[config.mk]
export PLATFORM = sky130hd
export DESIGN_NAME = dev_irq_router
export DESIGN_NICKNAME = d
export VERILOG_FILES = /design/src/rtl/dmr_pkg.sv /design/src/rtl/dmr_decode.sv /design/src/rtl/dmr_regs.sv /design/src/rtl/dmr_route.sv /design/src/rtl/dev_irq_router.sv
export SDC_FILE = /design/constraint.sdc
export NUM_CORES = 1
export LEC_CHECK = 0
export BUFFER_PORTS_ARGS = -buffer_cell sky130_fd_sc_hd__buf_4
export CORE_MARGIN = 2
export CORE_UTILIZATION = 50
export CTS_CLUSTER_SIZE = 24
export DETAILED_ROUTE_END_ITERATION = 6
export PLACE_DENSITY = 0.69
export SLEW_MARGIN = 30
export SYNTH_ARGS = -nofsm -noshare
export SYNTH_HDL_FRONTEND = slang
export SYNTH_HIERARCHICAL = 1
export SYNTH_SLANG_ARGS = --single-unit
[constraint.sdc]
create_clock -name clk -period 2.9 [get_ports clk]
set_clock_uncertainty 0.1 [all_clocks]
set_input_delay 0.58 -clock clk [delete_from_list [all_inputs] [get_ports clk]]
set_output_delay 0.58 -clock clk [all_outputs]
set_load 0.03 [all_outputs]
[src/rtl/dmr_pkg.sv]
// Package: shared encodings for the device interrupt mask router.
// Assumes the register index is the byte address shifted right by STRIDE_SHIFT.
package dmr_pkg;
    typedef enum logic [1:0] {
        RGN_MASK   = 2'd0,
        RGN_ROUTED = 2'd1,
        RGN_RAW    = 2'd2,
        RGN_NONE   = 2'd3
    } region_e;

    localparam logic [1:0] SIZE_FULL    = 2'd3;
    localparam int         STRIDE_SHIFT = 6;
endpackage

[src/rtl/dmr_decode.sv]
// Module: dmr_decode
// Maps a register index onto a region and a processor select.
// Assumes NUM_CPU >= 2. Masks occupy [0,N), routed vectors [N,2N), raw at 2N.
module dmr_decode #(
    parameter int NUM_CPU = 4,
    parameter int IDX_W   = 6
) (
    input  logic [IDX_W-1:0]           idx_i,
    output dmr_pkg::region_e           region_o,
    output logic [$clog2(NUM_CPU)-1:0] sel_o
);
    localparam int CPU_W = $clog2(NUM_CPU);
    localparam logic [IDX_W-1:0] N_IDX   = IDX_W'(NUM_CPU);
    localparam logic [IDX_W-1:0] RAW_IDX = IDX_W'(2 * NUM_CPU);

    logic [IDX_W-1:0] off;

    // Classify the index and derive the processor number within its region.
    always_comb begin
        off = idx_i - N_IDX;
        if (idx_i < N_IDX) begin
            region_o = dmr_pkg::RGN_MASK;
            sel_o    = idx_i[CPU_W-1:0];
        end else if (idx_i < RAW_IDX) begin
            region_o = dmr_pkg::RGN_ROUTED;
            sel_o    = off[CPU_W-1:0];
        end else if (idx_i == RAW_IDX) begin
            region_o = dmr_pkg::RGN_RAW;
            sel_o    = '0;
        end else begin
            region_o = dmr_pkg::RGN_NONE;
            sel_o    = '0;
        end
    end
endmodule

[src/rtl/dmr_regs.sv]
// Module: dmr_regs
// Holds the per-processor mask registers and serves the register bus.
// Responses are registered one cycle after the request; illegal accesses
// (narrow size, unmapped index, write to read-only) raise err and change nothing.
module dmr_regs #(
    parameter int NUM_CPU = 4,
    parameter int VEC_W   = 64,
    parameter int IDX_W   = 6
) (
    input  logic                           clk,
    input  logic                           rst_n,
    input  logic                           req_valid_i,
    input  logic                           req_write_i,
    input  logic [1:0]                     req_size_i,
    input  logic [IDX_W-1:0]               req_idx_i,
    input  logic [VEC_W-1:0]               req_wdata_i,
    input  logic [NUM_CPU-1:0][VEC_W-1:0]  routed_i,
    input  logic [VEC_W-1:0]               raw_i,
    output logic [NUM_CPU-1:0][VEC_W-1:0]  mask_o,
    output logic                           rsp_valid_o,
    output logic [VEC_W-1:0]               rsp_rdata_o,
    output logic                           err_o
);
    localparam int CPU_W = $clog2(NUM_CPU);

    dmr_pkg::region_e   region;
    logic [CPU_W-1:0]   sel;
    logic               full;
    logic               bad;
    logic               wr_mask;
    logic [VEC_W-1:0]   rd_sel;
    logic [VEC_W-1:0]   rd_next;

    dmr_decode #(.NUM_CPU(NUM_CPU), .IDX_W(IDX_W)) u_dec (
        .idx_i    (req_idx_i),
        .region_o (region),
        .sel_o    (sel)
    );

    // Judge legality of the request and pick the read source.
    always_comb begin
        full    = (req_size_i == dmr_pkg::SIZE_FULL);
        bad     = !full || (region == dmr_pkg::RGN_NONE) ||
                  (req_write_i && (region != dmr_pkg::RGN_MASK));
        wr_mask = req_valid_i && req_write_i && !bad;
        unique case (region)
            dmr_pkg::RGN_MASK:   rd_sel = mask_o[sel];
            dmr_pkg::RGN_ROUTED: rd_sel = routed_i[sel];
            dmr_pkg::RGN_RAW:    rd_sel = raw_i;
            default:             rd_sel = '0;
        endcase
        rd_next = (req_valid_i && !req_write_i && !bad) ? rd_sel : '0;
    end

    for (genvar c = 0; c < NUM_CPU; c++) begin : g_mask
        // Replace this processor's mask on a legal write aimed at it.
        always_ff @(posedge clk) begin
            if (!rst_n)
                mask_o[c] <= '0;
            else if (wr_mask && (sel == CPU_W'(c)))
                mask_o[c] <= req_wdata_i;
        end
    end

    // Register the response one cycle after the request.
    always_ff @(posedge clk) begin
        if (!rst_n) begin
            rsp_valid_o <= 1'b0;
            rsp_rdata_o <= '0;
            err_o       <= 1'b0;
        end else begin
            rsp_valid_o <= req_valid_i;
            rsp_rdata_o <= rd_next;
            err_o       <= req_valid_i && bad;
        end
    end
endmodule

[src/rtl/dmr_route.sv]
// Module: dmr_route
// Samples the device request lines, forms each processor's routed vector
// (mask AND raw) every cycle, and registers the OR of it as an interrupt level.
module dmr_route #(
    parameter int NUM_CPU = 4,
    parameter int VEC_W   = 64
) (
    input  logic                           clk,
    input  logic                           rst_n,
    input  logic [VEC_W-1:0]               dev_req_i,
    input  logic [NUM_CPU-1:0][VEC_W-1:0]  mask_i,
    output logic [VEC_W-1:0]               raw_o,
    output logic [NUM_CPU-1:0][VEC_W-1:0]  routed_o,
    output logic [NUM_CPU-1:0]             irq_o
);
    // Sample the request lines once per clock.
    always_ff @(posedge clk) begin
        if (!rst_n) raw_o <= '0;
        else        raw_o <= dev_req_i;
    end

    for (genvar c = 0; c < NUM_CPU; c++) begin : g_cpu
        // Recompute the routed vector and its interrupt level.
        always_ff @(posedge clk) begin
            if (!rst_n) begin
                routed_o[c] <= '0;
                irq_o[c]    <= 1'b0;
            end else begin
                routed_o[c] <= mask_i[c] & raw_o;
                irq_o[c]    <= |routed_o[c];
            end
        end
    end
endmodule

[src/rtl/dev_irq_router.sv]
// Module: dev_irq_router (top)
// Per-processor device interrupt masking router. Assumes a single clock,
// synchronous active-low reset, and that only full-width accesses are legal.
module dev_irq_router #(
    parameter int NUM_CPU = 4,
    parameter int VEC_W   = 64,
    parameter int ADDR_W  = 12
) (
    input  logic                 clk,
    input  logic                 rst_n,
    input  logic                 req_valid_i,
    input  logic                 req_write_i,
    input  logic [1:0]           req_size_i,
    input  logic [ADDR_W-1:0]    req_addr_i,
    input  logic [VEC_W-1:0]     req_wdata_i,
    input  logic [VEC_W-1:0]     dev_req_i,
    output logic                 rsp_valid_o,
    output logic [VEC_W-1:0]     rsp_rdata_o,
    output logic                 err_o,
    output logic [NUM_CPU-1:0]   irq_o
);
    localparam int IDX_W = ADDR_W - dmr_pkg::STRIDE_SHIFT;

    logic [NUM_CPU-1:0][VEC_W-1:0] mask;
    logic [NUM_CPU-1:0][VEC_W-1:0] routed;
    logic [VEC_W-1:0]              raw;

    dmr_regs #(.NUM_CPU(NUM_CPU), .VEC_W(VEC_W), .IDX_W(IDX_W)) u_regs (
        .clk         (clk),
        .rst_n       (rst_n),
        .req_valid_i (req_valid_i),
        .req_write_i (req_write_i),
        .req_size_i  (req_size_i),
        .req_idx_i   (req_addr_i[ADDR_W-1:dmr_pkg::STRIDE_SHIFT]),
        .req_wdata_i (req_wdata_i),
        .routed_i    (routed),
        .raw_i       (raw),
        .mask_o      (mask),
        .rsp_valid_o (rsp_valid_o),
        .rsp_rdata_o (rsp_rdata_o),
        .err_o       (err_o)
    );

    dmr_route #(.NUM_CPU(NUM_CPU), .VEC_W(VEC_W)) u_route (
        .clk       (clk),
        .rst_n     (rst_n),
        .dev_req_i (dev_req_i),
        .mask_i    (mask),
        .raw_o     (raw),
        .routed_o  (routed),
        .irq_o     (irq_o)
    );
endmodule

Word-level counts from Yosys, hierarchy flattened
Cells that the tools add are included.
{"block": "word_totals", "ff_bits": 646, "output_inout_bits": 70, "wordCells": 65}
{"block": "classes", "n_addsub": 1, "magnitude_cmp": 3, "eq_ne": 8, "muxes": 10, "bitwise_logic": 4, "n_reduce_logical": 23}
{"op": "$and A64 B64 Y64", "count": 4}
{"op": "$bmux W64 S2", "count": 2}
{"op": "$reduce_or A64 Y1", "count": 4}
{"op": "$pmux W64 S3", "count": 1}
{"op": "$mux W64", "count": 2}
{"op": "$eq A2 B2 Y1 const B", "count": 5}
{"op": "$logic_and A1 B1 Y1", "count": 10}
{"op": "$mux W2", "count": 4}
{"op": "$eq A6 B4 Y1 const B", "count": 1}
{"op": "$lt A6 B3 Y1 const B", "count": 1}
{"op": "$lt A6 B4 Y1 const B", "count": 1}
{"op": "$eq A2 B1 Y1 const B", "count": 2}
{"op": "$logic_not A2 Y1", "count": 2}
{"op": "$logic_not A1 Y1", "count": 3}
{"op": "$lt A2 B3 Y1 const B", "count": 1}
{"op": "$logic_or A1 B1 Y1", "count": 2}
{"op": "$reduce_and A2 Y1", "count": 1}
{"op": "$reduce_bool A2 Y1", "count": 1}
{"op": "$sub A2 B1 Y2 const B", "count": 1}
{"op": "$mux W1", "count": 1}

Longest topological paths before layout
{"block": "depth", "depth_word": 10, "ltp_mapped": 9, "depth_no_buf": 5}

Hierarchy
Netlist, hierarchy kept.
{"module": "dmr_regs", "instances": 1, "cells_each": 1353, "area_each_um2": 14908.0, "seq_area_each_um2": 6446.2}
{"module": "dmr_route", "instances": 1, "cells_each": 764, "area_each_um2": 9273.9, "seq_area_each_um2": 6486.2}
{"module": "dmr_decode", "instances": 1, "cells_each": 7, "area_each_um2": 40.0, "seq_area_each_um2": 0.0}

Worst setup path after synthesis
No wires, ideal clock.
{"block": "synth_timing", "kind": "input to register", "startpoint": "in req_addr_i[11]", "endpoint": "reg u_regs.rsp_rdata_o[53]", "t_arrival_ps": 2086, "slack_ps": 594, "path_stages": 8, "path_buffers": 3, "cell_sequence": "nor3_2 and2_1 buf_6 buf_6 buf_6 mux4_2 a22oi_1 a21oi_1"}
{"block": "synth_via", "elab_cells_between_ends": 24, "classes_between": "order compare (2); eq/ne (4); mux (10); reduce/logical (8)"}
{"item": "from (decl)", "line": "dev_irq_router.sv:14", "text": "input logic [ADDR_W-1:0] req_addr_i,"}
{"item": "$lt A6 B4 Y1", "line": "dmr_decode.sv:24", "text": "end else if (idx_i < RAW_IDX) begin"}
{"item": "$mux W2", "line": "dmr_decode.sv:24"}
{"item": "$mux W2 *", "line": "dmr_decode.sv:21", "text": "if (idx_i < N_IDX) begin"}
{"item": "via u_regs.sel[0]", "line": "dmr_regs.sv:27", "text": "logic [CPU_W-1:0] sel;"}
{"item": "$bmux W64 S2 (on tied branches)", "line": "dmr_regs.sv:48, dmr_regs.sv:47"}
{"item": "$mux W64 (on tied branches)", "line": "dmr_regs.sv:48, dmr_regs.sv:47"}
{"item": "$pmux W64 S3 *", "line": "dmr_regs.sv:46", "text": "unique case (region)"}
{"item": "to (signal assigned)", "line": "dmr_regs.sv:73", "text": "rsp_rdata_o <= rd_next;"}
{"item": "to (decl)", "line": "dmr_regs.sv:21", "text": "output logic [VEC_W-1:0] rsp_rdata_o,"}
Mark *: on every way through the listed nets, which the timed path passes. The rest lies on a longest branch. The select of a mux whose other input is x is not followed.
A chain may end at the register's enable or synchronous reset.

Worst setup path in the final report
{"block": "layout_timing", "startpoint": "in req_addr_i[11]", "endpoint": "reg u_regs.rsp_rdata_o[33]"}
The elaborated chain is that of the path after synthesis.

==> impl_summary.log <==
INFO  metric cp_data_required_time = between 3 and 4 ns
INFO  metric routed-wl-met2 = roughly 30000 um
INFO  metric mostFrequentLayoutCell = sky130_fd_sc_hd__dfxtp_1
INFO  metric via_count_of_the_first_global_routing_pass = roughly 17000
INFO  metric timing.critical_path.cells = buf_4, nor3_2, and2_4, buf_12, buf_4, mux4_2, a22oi_1, a21oi_1
INFO  metric final.fill_count = just under 4000
INFO  metric floorplan.die_area = 50200 um2
INFO  metric synth_cell_types = 28
INFO  metric rsz_0062_raised_after_global_routing = no
INFO  metric max_slew_margin = roughly 36%
INFO  metric worst-slew-pin-transition = about 0.96 ns
INFO  metric synth_area = 24200 um2
INFO  metric max_freq = around 0.48 GHz
INFO  metric buffer_ports.inserted = approximately 210
INFO  metric antenna_cells_inserted = 0
INFO  metric cts_num_sinks = approximately 650
INFO  metric cts_h_tree_lvls = 3
INFO  metric coreArea = 47700 um2
INFO  metric track_usage = around a quarter
INFO  metric synthCells = 2124
INFO  metric crit_arrival = approximately 2.5 ns
INFO  metric hold_end = u_route/raw_o[41]
INFO  metric hold_depth = 2
INFO  metric holdCritPathClass = in2reg
INFO  metric hold_viol_final = 0
INFO  metric clkTransAtPathRegs = ~0.060 ns
INFO  metric post_drt_via_cell_ratio = 5.76
INFO  metric aggregate_routed_wire_length = between 60000 and 70000 um
INFO  metric setup_viol_count_final = 0
INFO  metric peakVddDrop = 0.394 mV
INFO  metric cts-root-to-sink-buffers = 3
INFO  metric worstSetupStartpointType = input port
INFO  metric setup-tns-final = 0 ns
INFO  metric worstReg2RegEnd = u_route/irq_o[1]
INFO  metric dieHeight = between 200 and 250 um
INFO  metric drt_iter0_markers = 1343
INFO  metric ios = ~220
INFO  metric final_count_of_pins_violating_max_slew = 0
INFO  metric cp_common_cell = sky130_fd_sc_hd__buf_4
INFO  metric worstRegToRegCells = 3
INFO  metric vias = around 17000
INFO  metric count_of_synthesis_stage_warnings_from_yosys = 6
INFO  metric grt_remaining_overflow = 0
INFO  metric post_detailed_route_drc_marker_count = 0
INFO  metric worst_setup_path_end_kind = register
INFO  metric syn_nets = between 2000 and 2500
INFO  metric synth_seq_cells = 646
INFO  metric final.period_utilization = 72.5%
INFO  metric timing.hold.worst.start = dev_req_i[41]
INFO  metric wire_length_of_the_first_global_routing_pass = 97100 um
INFO  metric synth_seq_area_share = 53.4%
INFO  metric clock_insertion_delay_worst_skew = 0.59 ns
INFO  metric critical-path-slowest-cell = sky130_fd_sc_hd__mux4_2
INFO  metric drt_first_pass_iters = 5
INFO  metric power.leakage = approximately 13 nW
INFO  metric result_of_the_run = finished clean
INFO  metric reg2reg_slack = between 0.8 and 0.9 ns
INFO  metric pin_count_of_the_biggest_net_entering_global_routing = about 240
INFO  metric num-nets-final = roughly 2500
INFO  metric cts-root-buf = sky130_fd_sc_hd__clkbuf_16
INFO  metric detailed_routed_wire_length_on_met3 = between 3000 and 4000 um
INFO  metric detailedPlacementHpwl = between 40000 and 50000 um
INFO  metric fin_hold_ws = 0.0935 ns
INFO  metric antenna_violations_before_repair = 0
INFO  metric r2r_start = u_route/routed_o[72]
INFO  metric p_per_area = ~620 nW/um2
INFO  metric path_delay_family = multiplexers
INFO  metric share_of_cells_above_drive_strength_1 = ~22%
INFO  metric floorplan.die.width = about 220 um
INFO  metric antenna_violation_net_count_after_detailed_routing = 0
INFO  metric route.detailed.wl_per_inst = ~21 um
INFO  metric maxCapViolations = 0
INFO  metric final_cell_mix = sky130_fd_sc_hd__dfxtp_1, sky130_fd_sc_hd__nand2_1, sky130_fd_sc_hd__mux2i_1, sky130_fd_sc_hd__and3_1, sky130_fd_sc_hd__buf_4
INFO  metric routabilityCongestion = 0.841
INFO  metric post_cts_resized = 0
INFO  metric syn-mean-instance-area = 11.4 um2
INFO  metric tritoncts = done
INFO  metric count_of_hold_fix_buffers_inserted_at_cts = 0
INFO  metric initial_core_util = approximately 51%
INFO  metric area_delta_synth_final = 19.3%
INFO  metric critPathKind = in2reg
INFO  metric timing.final.crit_period = between 2 and 2.5 ns
INFO  metric postCtsSetupBuffers = 0
INFO  metric critical_path.n_buffers_inverters = 3
INFO  metric metal_1_wl = 27000 um
INFO  metric row_count = 80
INFO  metric critical_path.max_fanout = 16
INFO  metric top_signal_layer_used = met4
INFO  metric number_of_buffers_inserted_during_clock_tree_synthesis = 67
INFO  metric worst_path_largest_cell_delay = ~0.51 ns
-- power breakdown --
group | switching, W | internal (W)
Sequential | 0.0000567 | 0.00892
Combinational | 0.000340 | 0.000252
Clock | 0.00340 | 0.00508
Total | 0.00379 | 0.0143
-- layer usage --
layer,track usage [%],vias to the layer above
li1,-,7974
met1,32.6,8510
met2,41.3,501
met3,3.87,112
met4,9.94,0
met5,0,-
-- worst max-delay path by stage --
stage / start / endpoint / slack, ns / cells past startpoint
2_1_floorplan: req_addr_i[11] / u_regs/rsp_rdata_o[53] / 0.59 / 8
3_3_place_gp: req_addr_i[11] / u_regs/rsp_rdata_o[19] / 0.22 / 8
3_5_place_dp: req_addr_i[11] / u_regs/rsp_rdata_o[19] / 0.22 / 8
4_1_cts: req_addr_i[11] / u_regs/rsp_rdata_o[19] / 0.83 / 8
5_1_grt: req_addr_i[11] / u_regs/rsp_rdata_o[19] / 0.71 / 8
6_report: req_addr_i[11] / u_regs/rsp_rdata_o[33] / 0.80 / 8
-- cells by family after synthesis --
kind of cell	Yosys count	share of synthesized area [%]
and+or+nand+nor	800	17.2
buffers and inverters	159	3.38
muxes	384	22.5
DFF	646	53.4
AOI/OAI and AO/OA	135	3.57
-- cell usage after synthesis --
cell	n	area share, %
sky130_fd_sc_hd__nor2b_1	2	0.052
sky130_fd_sc_hd__buf_2	34	0.70
sky130_fd_sc_hd__nor4_1	48	1.2
sky130_fd_sc_hd__a21o_1	1	0.031
sky130_fd_sc_hd__buf_4	24	0.74
sky130_fd_sc_hd__nor3_1	1	0.021
sky130_fd_sc_hd__nand4_1	17	0.44
sky130_fd_sc_hd__a21oi_1	64	1.3
sky130_fd_sc_hd__nor2_1	2	0.031
sky130_fd_sc_hd__and3_1	256	6.6
sky130_fd_sc_hd__nor3_2	1	0.041
sky130_fd_sc_hd__dfxtp_1	646	53
sky130_fd_sc_hd__mux4_2	128	12
sky130_fd_sc_hd__nand2_1	385	6.0
sky130_fd_sc_hd__a222oi_1	1	0.041
sky130_fd_sc_hd__a22oi_1	63	2.0
sky130_fd_sc_hd__nor4_2	16	0.83
sky130_fd_sc_hd__and2_0	1	0.026
sky130_fd_sc_hd__inv_1	2	0.031
sky130_fd_sc_hd__clkbuf_1	87	1.3
sky130_fd_sc_hd__and2_1	66	1.7
sky130_fd_sc_hd__and4bb_2	2	0.10
sky130_fd_sc_hd__buf_6	12	0.56
sky130_fd_sc_hd__o41a_1	4	0.19
sky130_fd_sc_hd__o21ai_0	2	0.041
sky130_fd_sc_hd__or3b_2	1	0.036
sky130_fd_sc_hd__nand4b_1	2	0.072
sky130_fd_sc_hd__mux2i_1	256	11
-- stage by stage --
stage	cell area (um2)	utilization, %	worst slack [ns]	total power [W]	cells
floorplan	24200	-	0.594	0.00945	2124
global placement	26700	55.9	0.217	0.00975	2857
detailed placement	26700	55.9	0.221	0.00976	2857
CTS	28900	60.5	0.833	0.0182	2967
global route	28900	60.5	0.707	0.0186	2967
finish	28900	60.5	0.797	0.0181	2967
-- state kept, by name (all words and copies together) (netlist names) --
| signal | flops |
|---|---|
| u_regs/err_o | 1 |
| u_regs/mask_o | 256 |
| u_regs/rsp_rdata_o | 64 |
| u_regs/rsp_valid_o | 1 |
| u_route/irq_o | 4 |
| u_route/raw_o | 64 |
| u_route/routed_o | 256 |
-- final cells by class --
class                   count  area, um2  share of cell area [%]
flip-flops and latches    646      12900                    44.8
multi-input cells        1319      10500                    36.4
repair buffers            275       2500                    8.66
clock buffers              96       2020                    6.99
well taps                 615        769                    2.66
clock inverters            14        153                   0.528
inverters                   2       7.51                  0.0260
Note: power is estimated with default switching activity, not from simulation.
